===== src/rtl/gpio_port_pkg.sv =====
package gpio_port_pkg;

    // Word addresses of the port registers
    localparam logic [2:0] A_DIR = 3'd0;
    localparam logic [2:0] A_OUT = 3'd1;
    localparam logic [2:0] A_SET = 3'd2;
    localparam logic [2:0] A_CLR = 3'd3;
    localparam logic [2:0] A_TGL = 3'd4;
    localparam logic [2:0] A_IN  = 3'd5;

    typedef enum logic {
        ST_GATED = 1'b0,
        ST_READY = 1'b1
    } port_state_t;

    typedef enum logic [2:0] {
        OP_NONE = 3'd0,
        OP_LOAD = 3'd1,
        OP_SET  = 3'd2,
        OP_CLR  = 3'd3,
        OP_TGL  = 3'd4
    } latch_op_t;

endpackage


===== src/rtl/gpio_access_fsm.sv =====
module gpio_access_fsm
    import gpio_port_pkg::*;
(
    input  logic clk,
    input  logic rst_n,
    input  logic port_en,
    output logic acc_ok
);

    port_state_t state_q;
    port_state_t state_d;

    // next-state logic: EN_SEEN and EN_DROPPED
    always_comb begin
        state_d = state_q;
        unique case (state_q)
            ST_GATED: if (port_en)  state_d = ST_READY;
            ST_READY: if (!port_en) state_d = ST_GATED;
            default:                state_d = ST_GATED;
        endcase
    end

    always_ff @(posedge clk or negedge rst_n) begin
        if (!rst_n) state_q <= ST_GATED;
        else        state_q <= state_d;
    end

    // output logic
    always_comb begin
        unique case (state_q)
            ST_READY: acc_ok = 1'b1;
            default:  acc_ok = 1'b0;
        endcase
    end


    en_seen_chk: assert property (@(posedge clk) disable iff (!rst_n)
        port_en |=> acc_ok);


    en_dropped_chk: assert property (@(posedge clk) disable iff (!rst_n)
        !port_en |=> !acc_ok);

endmodule


===== src/rtl/gpio_in_sync.sv =====
module gpio_in_sync #(
    parameter int WIDTH  = 32,
    parameter int STAGES = 2
) (
    input  logic             clk,
    input  logic             rst_n,
    input  logic [WIDTH-1:0] raw,
    output logic [WIDTH-1:0] synced
);

    localparam int LAST = STAGES - 1;

    logic [WIDTH-1:0] chain [STAGES];

    for (genvar s = 0; s < STAGES; s++) begin : g_stage
        if (s == 0) begin : g_first
            always_ff @(posedge clk or negedge rst_n) begin
                if (!rst_n) chain[s] <= '0;
                else        chain[s] <= raw;
            end
        end else begin : g_next
            always_ff @(posedge clk or negedge rst_n) begin
                if (!rst_n) chain[s] <= '0;
                else        chain[s] <= chain[s-1];
            end
        end
    end

    assign synced = chain[LAST];

endmodule


===== src/rtl/gpio_out_latch.sv =====
module gpio_out_latch
    import gpio_port_pkg::*;
#(
    parameter int WIDTH = 32
) (
    input  logic             clk,
    input  logic             rst_n,
    input  logic             dir_we,
    input  latch_op_t        op,
    input  logic [WIDTH-1:0] wdata,
    output logic [WIDTH-1:0] dir_q,
    output logic [WIDTH-1:0] out_q
);

    logic [WIDTH-1:0] out_d;

    always_comb begin
        out_d = out_q;
        unique case (op)
            OP_LOAD: out_d = wdata;
            OP_SET:  out_d = out_q | wdata;
            OP_CLR:  out_d = out_q & ~wdata;
            OP_TGL:  out_d = out_q ^ wdata;
            default: out_d = out_q;
        endcase
    end

    always_ff @(posedge clk or negedge rst_n) begin
        if (!rst_n) begin
            dir_q <= '0;
            out_q <= '0;
        end else begin
            if (dir_we) dir_q <= wdata;
            out_q <= out_d;
        end
    end


    set_bits_chk: assert property (@(posedge clk) disable iff (!rst_n)
        (op == OP_SET) |=> (((out_q & $past(wdata)) == $past(wdata)) &&
                            ((out_q & ~$past(wdata)) == ($past(out_q) & ~$past(wdata)))));


    clr_bits_chk: assert property (@(posedge clk) disable iff (!rst_n)
        (op == OP_CLR) |=> (((out_q & $past(wdata)) == '0) &&
                            ((out_q & ~$past(wdata)) == ($past(out_q) & ~$past(wdata)))));


    tgl_bits_chk: assert property (@(posedge clk) disable iff (!rst_n)
        (op == OP_TGL) |=> ((out_q ^ $past(out_q)) == $past(wdata)));

endmodule


===== src/rtl/gpio_port_regs.sv =====
module gpio_port_regs
    import gpio_port_pkg::*;
#(
    parameter int PINS   = 32,
    parameter int ADDR_W = 3,
    parameter int SYNC_N = 2
) (
    input  logic              clk,
    input  logic              rst_n,
    input  logic              port_en,
    input  logic [ADDR_W-1:0] addr,
    input  logic              wr_en,
    input  logic [PINS-1:0]   wr_data,
    input  logic              rd_en,
    output logic [PINS-1:0]   rd_data,
    input  logic [PINS-1:0]   pad_in,
    output logic [PINS-1:0]   pad_oe,
    output logic [PINS-1:0]   pad_out
);

    logic            acc_ok;
    logic            wr_ok;
    logic            rd_ok;
    logic            dir_we;
    latch_op_t       op;
    logic [PINS-1:0] dir_q;
    logic [PINS-1:0] out_q;
    logic [PINS-1:0] in_q;
    logic [PINS-1:0] rmux;
    logic [2:0]      reg_sel;

    assign reg_sel = 3'(addr);

    gpio_access_fsm u_fsm (
        .clk     (clk),
        .rst_n   (rst_n),
        .port_en (port_en),
        .acc_ok  (acc_ok)
    );

    gpio_in_sync #(.WIDTH(PINS), .STAGES(SYNC_N)) u_sync (
        .clk    (clk),
        .rst_n  (rst_n),
        .raw    (pad_in),
        .synced (in_q)
    );

    gpio_out_latch #(.WIDTH(PINS)) u_latch (
        .clk    (clk),
        .rst_n  (rst_n),
        .dir_we (dir_we),
        .op     (op),
        .wdata  (wr_data),
        .dir_q  (dir_q),
        .out_q  (out_q)
    );

    assign wr_ok = acc_ok & wr_en;
    assign rd_ok = acc_ok & rd_en;

    // write decode
    always_comb begin
        dir_we = 1'b0;
        op     = OP_NONE;
        if (wr_ok) begin
            unique case (reg_sel)
                A_DIR:   dir_we = 1'b1;
                A_OUT:   op = OP_LOAD;
                A_SET:   op = OP_SET;
                A_CLR:   op = OP_CLR;
                A_TGL:   op = OP_TGL;
                default: op = OP_NONE;
            endcase
        end
    end

    // read select
    always_comb begin
        unique case (reg_sel)
            A_DIR:   rmux = dir_q;
            A_OUT:   rmux = out_q;
            A_IN:    rmux = in_q;
            default: rmux = '0;
        endcase
    end

    always_ff @(posedge clk or negedge rst_n) begin
        if (!rst_n)     rd_data <= '0;
        else if (rd_ok) rd_data <= rmux;
        else            rd_data <= '0;
    end

    assign pad_oe  = dir_q;
    assign pad_out = out_q & dir_q;


    gate_hold_chk: assert property (@(posedge clk) disable iff (!rst_n)
        !acc_ok |=> ($stable(dir_q) && $stable(out_q)));


    gate_read_zero_chk: assert property (@(posedge clk) disable iff (!rst_n)
        !acc_ok |=> (rd_data == '0));


    alias_read_zero_chk: assert property (@(posedge clk) disable iff (!rst_n)
        (rd_en && (reg_sel == A_SET || reg_sel == A_CLR || reg_sel == A_TGL)) |=> (rd_data == '0));


    in_write_ignored_chk: assert property (@(posedge clk) disable iff (!rst_n)
        (wr_en && reg_sel == A_IN) |=> ($stable(dir_q) && $stable(out_q)));

endmodule


===== config.mk =====
export PLATFORM = sky130hd
export DESIGN_NAME = gpio_port_regs
export DESIGN_NICKNAME = d
export VERILOG_FILES = /design/src/rtl/gpio_port_pkg.sv /design/src/rtl/gpio_access_fsm.sv /design/src/rtl/gpio_in_sync.sv /design/src/rtl/gpio_out_latch.sv /design/src/rtl/gpio_port_regs.sv
export SDC_FILE = /design/constraint.sdc
export NUM_CORES = 1
export LEC_CHECK = 0
export ABC_AREA = 1
export BUFFER_PORTS_ARGS = -buffer_cell sky130_fd_sc_hd__buf_2
export CAP_MARGIN = 20
export CORE_ASPECT_RATIO = 1.1
export CORE_MARGIN = 10
export CORE_UTILIZATION = 45
export DETAILED_ROUTE_END_ITERATION = 10
export GPL_ROUTABILITY_DRIVEN = 0
export PLACE_DENSITY = 0.67
export SYNTH_ARGS = -nofsm -noshare
export SYNTH_HDL_FRONTEND = slang
export SYNTH_HIERARCHICAL = 1
export SYNTH_SLANG_ARGS = --single-unit

===== constraint.sdc =====
create_clock -name clk -period 4.6 [get_ports clk]
set_input_delay 0.46 -clock clk [delete_from_list [all_inputs] [get_ports clk]]
set_output_delay 0.46 -clock clk [all_outputs]
set_load 0.03 [all_outputs]

# Word-level counts from Yosys, hierarchy flattened
# Index checks and enable logic that the tools add are counted.
dict set report word_totals {
  register_bits 161
  out_inout_bits 96
  wordCells 33
}
dict set report classes {
  n_eq_ne 9
  mux 9
  n_bitwise 7
  n_reduce_logical 2
}
# operator count
set ops {}
lappend ops {{$pmux W32 S4} 1}
lappend ops {{$pmux W32 S3} 1}
lappend ops {{$and A32 B32 Y32} 2}
lappend ops {{$mux W32} 1}
lappend ops {{$not A32 Y32} 1}
lappend ops {{$or A32 B32 Y32} 1}
lappend ops {{$xor A32 B32 Y32} 1}
lappend ops {{$eq A3 B2 Y1 const B} 4}
lappend ops {{$pmux W3 S4} 1}
lappend ops {{$eq A3 B3 Y1 const B} 3}
lappend ops {{$eq A3 B1 Y1 const B} 2}
lappend ops {{$mux W1} 4}
lappend ops {{$reduce_bool A4 Y1} 1}
lappend ops {{$logic_not A3 Y1} 1}
lappend ops {{$mux W3} 1}
lappend ops {{$and A1 B1 Y1} 2}

# Longest topological paths before layout
# Gate-level depths: netlist of run 1.
dict set report logic_depth {
  depth_word 5
  mapped_depth 14
}

# By module
# Netlist of run 1, hierarchy kept.
# module n_inst cells_per_inst area_each_um2
set by_module_without_submodules {}
lappend by_module_without_submodules {gpio_out_latch 1 628 4679.5}
lappend by_module_without_submodules {gpio_port_regs 1 347 2189.6}
lappend by_module_without_submodules {gpio_in_sync 1 96 1841.8}
lappend by_module_without_submodules {gpio_access_fsm 1 1 25.0}

# Least setup slack after synthesis of run 1
# No wires, ideal clock.
dict set report synth_path {
  kind {input to register}
  start {input port addr[2]}
  end {register u_latch.out_q[10]}
  arrival_ns 1.869
  required_time_ns 4.483
  path_slack_ns 2.614
  path_stages 14
  n_path_buf 5
  cell_sequence {buf_2 inv_4 buf_2 nor4_1 buf_4 inv_4 nand3b_4 buf_6 buf_6 nor2_2 nor2_1 nand2_1 nand2_1 nand2_1}
}
dict set report synth_via {
  elab_chain_cells 5
  word_cells_on_any_way 12
  classes_between {8 x eq/ne; 3 x mux; 1 x reduce/logical}
}
# item line
set synth_rtl {}
lappend synth_rtl {{from (decl)} gpio_port_regs.sv:11} ;# input logic [ADDR_W-1:0] addr,
lappend synth_rtl {{$eq A3 B3 Y1, or another cell as far along} gpio_port_regs.sv:66} ;# unique case (reg_sel)
lappend synth_rtl {{$pmux W3 S4 (*)} gpio_port_regs.sv:66}
lappend synth_rtl {{$mux W3 (*)} gpio_port_regs.sv:65} ;# if (wr_ok) begin
lappend synth_rtl {{net op[2]} gpio_port_regs.sv:25} ;# latch_op_t op;
lappend synth_rtl {{$eq A3 B3 Y1, or another cell as far along} gpio_out_latch.sv:19} ;# unique case (op)
lappend synth_rtl {{$pmux W32 S4 or $reduce_bool A4 Y1 (tied branches)} -}
lappend synth_rtl {{to (signal assigned)} gpio_out_latch.sv:34} ;# out_q <= out_d;
lappend synth_rtl {{to (decl)} gpio_out_latch.sv:12} ;# output logic [WIDTH-1:0] out_q
# The timed path passes the listed nets; every way through them passes the cells marked *.
# A chain may end at the register's enable or synchronous reset.

# Worst setup path in the final report of run 1
dict set report layout_path {
  start {register u_fsm.state_q}
  end {register u_latch.out_q[28]}
}
dict set report layout_via {
  elab_chain_cells 5
  word_cells_on_any_way 9
  classes_between {4 x eq/ne; 3 x mux; 1 x bitwise; 1 x reduce/logical}
}
# item line
set layout_rtl {}
lappend layout_rtl {{from (decl)} gpio_access_fsm.sv:10} ;# port_state_t state_q;
lappend layout_rtl {{from (signal assigned)} gpio_access_fsm.sv:25} ;# else state_q <= state_d;
lappend layout_rtl {{$mux W1 (*)} gpio_access_fsm.sv:30} ;# unique case (state_q)
lappend layout_rtl {{$and A1 B1 Y1 (*)} gpio_port_regs.sv:58} ;# assign wr_ok = acc_ok & wr_en;
lappend layout_rtl {{$mux W3 (*)} gpio_port_regs.sv:65}
lappend layout_rtl {{net op[1]} gpio_port_regs.sv:25}
lappend layout_rtl {{$eq A3 B3 Y1, or another cell as far along} gpio_out_latch.sv:19}
lappend layout_rtl {{$pmux W32 S4 or $reduce_bool A4 Y1 (tied branches)} -}
# Marked as above.

==> results.md, run 1 <==
* Total CTS buffers at 17
* CP max FO at 33
* Max VDD drop at approximately 0.30 mV
* Placed insts at 1400
* Hold Crit Class: in -> async
* Outcome: finished, final reports clean
* Simple-Gate Fraction of Synth Area at 0.301
* Req. time, crit path at 4.92 ns
* Worst R2R Start: u_fsm/state_q
* Fin Setup TNS at 0 ns
* Synth area leader: dfrtp_1
* Leakage power figure at 5.75 nW
* Fin crit period at 2.62 ns
* Clock Latency Late Sink at 0.43 ns
* Power Total at 4.17 mW
* Drt total wl at between 20000 and 25000 um
* Crit Path Class: reg -> reg
* Top-count cell post-synth: nand2_1
* Top cells by area, synth: dfrtp_1 (46%), nand2_1 (9.8%), ha_1 (9.2%)
* PD cells at 416 nW/um^2
* Num Clock Sinks at between 150 and 200
* CTS max path bufs at 2
* Clock skew at ~0.0058 ns
* Synth Instances at 1072
* Slew Limit Fails at 0
* Adder-Cell Fraction of Synth Area at 0.0917
* GRT Overall Usage at 0.194
* Remaining global-route overflow at 0
* Core box area at about 19000 sq um
* R2R depth at 8
* Setup violations, final at 0
* Synth Warn # at 6
* Critical Path AT at 2.93 ns
* Height of the die at 166 um
* Crit-path slowest cell: nor2_4
* Post-route ant nets at 0
* Yosys reg bits at 161
* Clk pin slew, worst setup/hold paths at roughly 0.07 ns
* Port bufs at 167
* Vias per cell at about 5.1
* Root cell of the clock tree: clkbuf_16
* Dpl hpwl at 16500 um
* Starting density of the core at 0.457
* Max stage delay on crit path at 0.61 ns
* Maxcap violations at 0
* Syn_area_per_cell at 8.15 sq um
* TritonRoute pass-1 iters at 5
* Multiplexer share of the synthesized area at 0
* Main combinational cell family by area after synthesis: simple AND/OR/NAND/NOR gates
* Remaining routing DRC violations at 0
* Main flop type after synthesis: dfrtp_1
* CTS tree: built
* DRT iter0 DRCs at 692
* Cts hold-fix bufs at 0
* H-tree Lvls at 4
* Pin count of the biggest net entering global routing at 106
* Fin cells at 1435
* Asr flop ratio synth at 1.00
* Final WS setup at 1.98 ns
* Post-synth cell types at 24
* Area grow syn2layout at 14.6%
* Startpoint Class: flip-flop
* Layout cell share with drive strength beyond 1 at 0.208
* Critical path, cell by cell: nand3_1 -> nor2_4 -> nor2_4 -> nand2_2 -> nand2_2 -> inv_2 -> nand2_1 -> nand2_1
* Register area share after synthesis at 0.461
* Antenna violations before repair at 4
* Max-slew headroom at 0.302
* Unrepaired setup endpoints after global routing: false
* Critical Path Sink Type: flip-flop
* Hold WS at 0.114 ns
* Compound-gate portion of the synthesized area at 0.0189
* Die Area at 25400 sq um
* Per-cell routed wire length at 17.2 um
* # rows at 53
* Worst reg2reg endpoint: u_latch/out_q[28]
* Post-CTS Setup Inserts at 0
* Share of the synthesized area in the top cell type at 0.461
* Slew @ Worst Pin at 1.05 ns
* Number of synthesized flops with an enable pin at 0
* Fin. Hold Viols at 0
* Final Net Count at 1308
* Pre-CTS setup slack at between 1.5 and 2 ns
* Ports at 168
* First-pass GRT wire length at 40500 um
* Synthesized area at just under 9000 sq um
* Fillers at between 1500 and 2000
* Fmax achieved at 382 MHz
* Synthesized Nets at roughly 1200
* Top post-synthesis cells by count: nand2_1 (227), dfrtp_1 (161), nor2_1 (144)
* Vias in the first global route at about 7400
* Post-CTS Resized at 0
* Tcrit/Tclk final at 0.569
* DR vias at 7319
* XOR/XNOR share of the synthesized area at 0
* Die Wd at 153 um
* Reg2Reg Setup Slack at 1.98 ns
==> where the power goes <==
group	internal [mW]	switching, mW
Combinational	0.297	0.680
Clock	0.728	0.672
Sequential	1.58	0.204
==> cells in the final DEF (no fill, tap or decap) <==
cell       instances
nor2_4             4
clkbuf_16         17
nand3b_4           1
nand3_1           76
clkinv_8           3
ha_1              64
nor4_2             1
clkinv_2           1
inv_6              5
inv_2              2
buf_2            166
dfrtp_1          161
inv_8              4
a21oi_1           32
inv_1            128
nand2_1          227
buf_6              1
o21ai_1            1
clkinv_4           2
nand2_2            2
buf_4             14
inv_4              2
nor2_2            20
nor3_2             1
clkinv_1           1
diode_2            3
nand3_2            1
nor2_1           142
nand4_1          106
==> layer usage <==
metal / global-route usage / share of wire
met1: 0.252 / 0.43
met2: 0.307 / 0.48
met3: 0.0505 / 0.073
met4: 0.0668 / 0.016
met5: 0 / 0
==> sequential cells by signal, summed over array words and instances, names as in the netlist <==
name	flops
rd_data	32
u_fsm/state_q	1
u_latch/dir_q	32
u_latch/out_q	32
u_sync/chain	32
u_sync/synced	32
==> logic make-up after synthesis <==
logic type	after synthesis
buffers and inverters	233
flip-flops	161
AND/OR/NAND/NOR	581
AO/OA/AOI/OAI	33
adder cells (fa/ha/maj)	64
==> cell type report <==
cell class / instances / area (sq um) / area share
timing repair buffer: 181 / 947 / 0.0946
multi-input combinational: 678 / 3630 / 0.363
inverter: 133 / 504 / 0.0504
sequential: 161 / 4030 / 0.402
clock buffer: 17 / 425 / 0.0425
antenna: 3 / 7.51 / 0.000750
tap: 247 / 309 / 0.0309
clock inverter: 15 / 160 / 0.0160
==> metrics by stage <==
step / util / cell area [sq um]
2_1_floorplan: - / 8740
3_3_place_gp: 0.493 / 9420
3_5_place_dp: 0.493 / 9420
4_1_cts: 0.524 / 10000
5_1_grt: 0.524 / 10000
6_report: 0.524 / 10000
==> critical path: cells and delay by family, from the launching register on <==
kind	cells	cell delay [ns]
buf+inv	1	0.43
flops	1	0.42
simple gates	7	1.62
==> worst max-delay path by stage <==
| stage | start | endpoint | slack (ns) |
|---|---|---|---|
| after floorplan | addr[2] | u_latch/out_q[10] | 2.61 |
| after global placement | addr[0] | u_latch/out_q[19] | 1.78 |
| after detailed placement | addr[0] | u_latch/out_q[21] | 1.75 |
| after CTS | u_fsm/state_q | u_latch/out_q[28] | 2.02 |
| after global routing | u_fsm/state_q | u_latch/out_q[1] | 1.74 |
| final | u_fsm/state_q | u_latch/out_q[28] | 1.98 |
Note: power is estimated with default switching activity, not from simulation.
==> inputs of run 2 (changes only) <==
Clock period 4.6 ns to 2.52 ns, I/O delays scaled along.
==> run 2 against run 1 <==
  * Utilization is 2.5 points higher
  * Power is 88% higher
  * Fmax increased by 22%
  * Clock power increased by 96%
  * First-iteration DRC count down 7.2%
  * Die area did not move
  * Combinational power up 89%
  * Sequential share of layout area shrank 1.9 points
  * Non-clock buffer count grew 46
  * Global-route usage grew 0.27 points
  * Cell count rose by 2.9%
==> results.md, run 2 (synthesis gave the netlist of run 1 again) <==
* Slew Limit Fails at 0 (unchanged)
* ANT cells at 0 (-3)
* HP Start: wr_data[7]
* Post-CTS Resized at 0 (unchanged)
* Ports at 168 (unchanged)
* Vias per cell at 5.15 (+0.91%)
* CP Depth at 9 (+1)
* Logic pwr share at 0.235 (about the same)
* Leakage power figure at 5.98 nW (+3.9%)
* Design Area, Final at 10500 sq um (+4.8%)
* Max stage delay on crit path at 0.48 ns (-0.13 ns)
* Vias in the first global route at 7541 (+1.9%)
* Die Area at 25400 sq um (unchanged)
* Fin Setup TNS at 0 ns (unchanged)
* TritonRoute pass-1 iters at 7 (+2)
* Pin count of the biggest net entering global routing at 71 (-33%)
* Clk pin slew, worst setup/hold paths at 0.07 ns (about the same)
* Setup violations, final at 0 (unchanged)
* Reg2Reg Setup Slack at 0.38 ns (-1.60 ns)
* CTS max path bufs at 2 (unchanged)
* Req. time, crit path at 2.84 ns (-2.08 ns)
* Layout cell share with drive strength beyond 1 at 0.210 (+0.00132)
* Die Wd at 153 um (unchanged)
* Critical Path AT at 2.46 ns (-0.47 ns)
* Clock Latency Late Sink at 0.43 ns (about the same)
* Placed insts at 1412 (+0.86%)
* Final Net Count at 1354 (+3.5%)
* CP delay by family, top: simple AND/OR/NAND/NOR gates
* Clock power frac at 0.349 (+0.013)
* Most frequent CP cell: nand2_1
* Hold Path End: u_latch/dir_q[7]
* Layout Utilization at 0.550 (+0.0254)
* R2R depth at 9 (+1)
* Root cell of the clock tree: clkbuf_16
* Fillers at 1773 (-4.4%)
* Max VDD drop at 0.507 mV (+71%)
* First-pass GRT wire length at 40700 um (+0.41%)
* Hold Crit Class: in -> reg
* DRT iter0 DRCs at 642 (-7.2%)
* Worst R2R Start: u_fsm/state_q
* Hold path depth at 3
* Crit Path Class: reg -> reg
* Slew @ Worst Pin at 0.626 ns (-0.419 ns)
* Starting density of the core at 0.457 (unchanged)
* # rows at 53 (unchanged)
* Fin. Hold Viols at 0 (unchanged)
* Most frequent cells in the layout: nand2_1 (227), buf_2 (166), dfrtp_1 (161), nor2_1 (142), inv_1 (128)
* Dpl hpwl at 16900 um (+2.8%)
* Per-cell routed wire length at 17.0 um (-1.1%)
* Fmax achieved at 468 MHz (+22%)
* Fin cells at 1477 (+2.9%)
* Outcome: finished, final reports clean
* Startpoint Class: flip-flop
* Sw Share at 0.353 (-0.0205)
* Core box area at 19100 sq um (unchanged)
* Total CTS buffers at 17 (unchanged)
* Area grow syn2layout at 20.2%
* Critical path, cell by cell: nand2_1 -> nor4_2 -> buf_4 -> nand2_2 -> buf_4 -> nand4_1 -> nand2_1 -> nand2_1 -> nand2_1
* PD cells at 747 nW/um^2 (+80%)
* Crit-path slowest cell: buf_4
* Dpl cell area at 9530 sq um (+1.2%)
* Power Total at 7.84 mW (+88%)
* Post-route ant nets at 0 (unchanged)
* Critical Path Sink Type: flip-flop
* P_int at 5.07 mW (+94%)
* Cts hold-fix bufs at 34 (+34)
* Maxcap violations at 0 (unchanged)
* Net Sw Power at 2.77 mW (+78%)
* Post-CTS Setup Inserts at 0 (unchanged)
* Remaining routing DRC violations at 0 (unchanged)
* Antenna violations before repair at 3 (-1)
* CP max FO at 33 (unchanged)
* Seq pwr share at 0.415 (-0.014)
* Remaining global-route overflow at 0 (unchanged)
* Fin crit period at 2.14 ns (-0.478 ns)
* Drt total wl at 25100 um (+1.8%)
* Worst path buffer plus inverter count at 2 (+1)
* DR vias at 7602 (+3.9%)
* Worst reg2reg endpoint: u_latch/out_q[27]
* Pre-CTS setup slack at 0.370 ns (-1.38 ns)
* Hold WS at 0.122 ns (+0.00865 ns)
* Height of the die at 166 um (unchanged)
* Max-slew headroom at 0.583 (+0.281)
* Port bufs at 167 (unchanged)
* Tcrit/Tclk final at 0.849 (+0.280)
* H-tree Lvls at 4 (unchanged)
* Unrepaired setup endpoints after global routing: false
* Final WS setup at 0.381 ns (-1.60 ns)
* GRT Overall Usage at 0.197 (+0.00274)
* Most common cell after layout, fill and taps aside: nand2_1
* Clock skew at 0.0100 ns (+0.00424 ns)
* CTS tree: built
* Num Clock Sinks at 161 (unchanged)
==> run 2: cell count changes in the layout (fill, tap and decap cells not counted) <==
cell,before,now
clkinvlp_4,0,1
dlygate4sd3_1,0,34
buf_4,14,24
bufinv_16,0,3
inv_6,5,4
buf_12,0,2
diode_2,3,0
clkinv_4,2,1
inv_8,4,3
clkinv_8,3,1
==> run 2: worst max path at each step <==
| stage | start | to | slack [ns] |
|---|---|---|---|
| after floorplan | addr[2] | u_latch/out_q[10] | 0.74 |
| after CTS | u_fsm/state_q | u_latch/out_q[27] | 0.42 |
| final | u_fsm/state_q | u_latch/out_q[27] | 0.38 |
| after global placement | addr[1] | u_latch/out_q[27] | 0.43 |
| after detailed placement | addr[1] | u_latch/out_q[27] | 0.37 |
| after global routing | u_fsm/state_q | u_latch/out_q[18] | 0.25 |
==> run 2: layout make-up <==
| type | instances | area (sq um) | area share |
|---|---|---|---|
| clock inverter | 14 | 196 | 0.0187 |
| sequential | 161 | 4030 | 0.384 |
| inverter | 133 | 504 | 0.0480 |
| clock buffer | 17 | 425 | 0.0405 |
| tap | 247 | 309 | 0.0294 |
| multi-input combinational | 678 | 3630 | 0.346 |
| timing repair buffer | 227 | 1400 | 0.134 |
==> run 2: metal layers <==
layer,GRT usage,vias to the layer above,share of wire
li1,-,3662,-
met1,0.245,3631,0.42
met2,0.325,274,0.49
met3,0.0492,31,0.072
met4,0.0689,4,0.017
met5,0,-,0.0011
==> run 2: power by group through the flow <==
stage               Combinational [mW]  Clock (mW)  Sequential (mW)
floorplan                        0.988           0             3.46
global placement                  1.77           0             3.30
detailed placement                1.81           0             3.29
CTS                               1.86        2.79             3.25
global route                      2.06        2.91             3.31
finish                            1.85        2.74             3.26
==> run 2: worst reg2reg max path, stage by stage, from the launching register on <==
cell,delay (ns)
dfrtp_1,0.37
nand2_1,0.12
nor4_2,0.31
buf_4,0.48
nand2_2,0.12
buf_4,0.29
nand4_1,0.17
nand2_1,0.07
nand2_1,0.05
nand2_1,0.05
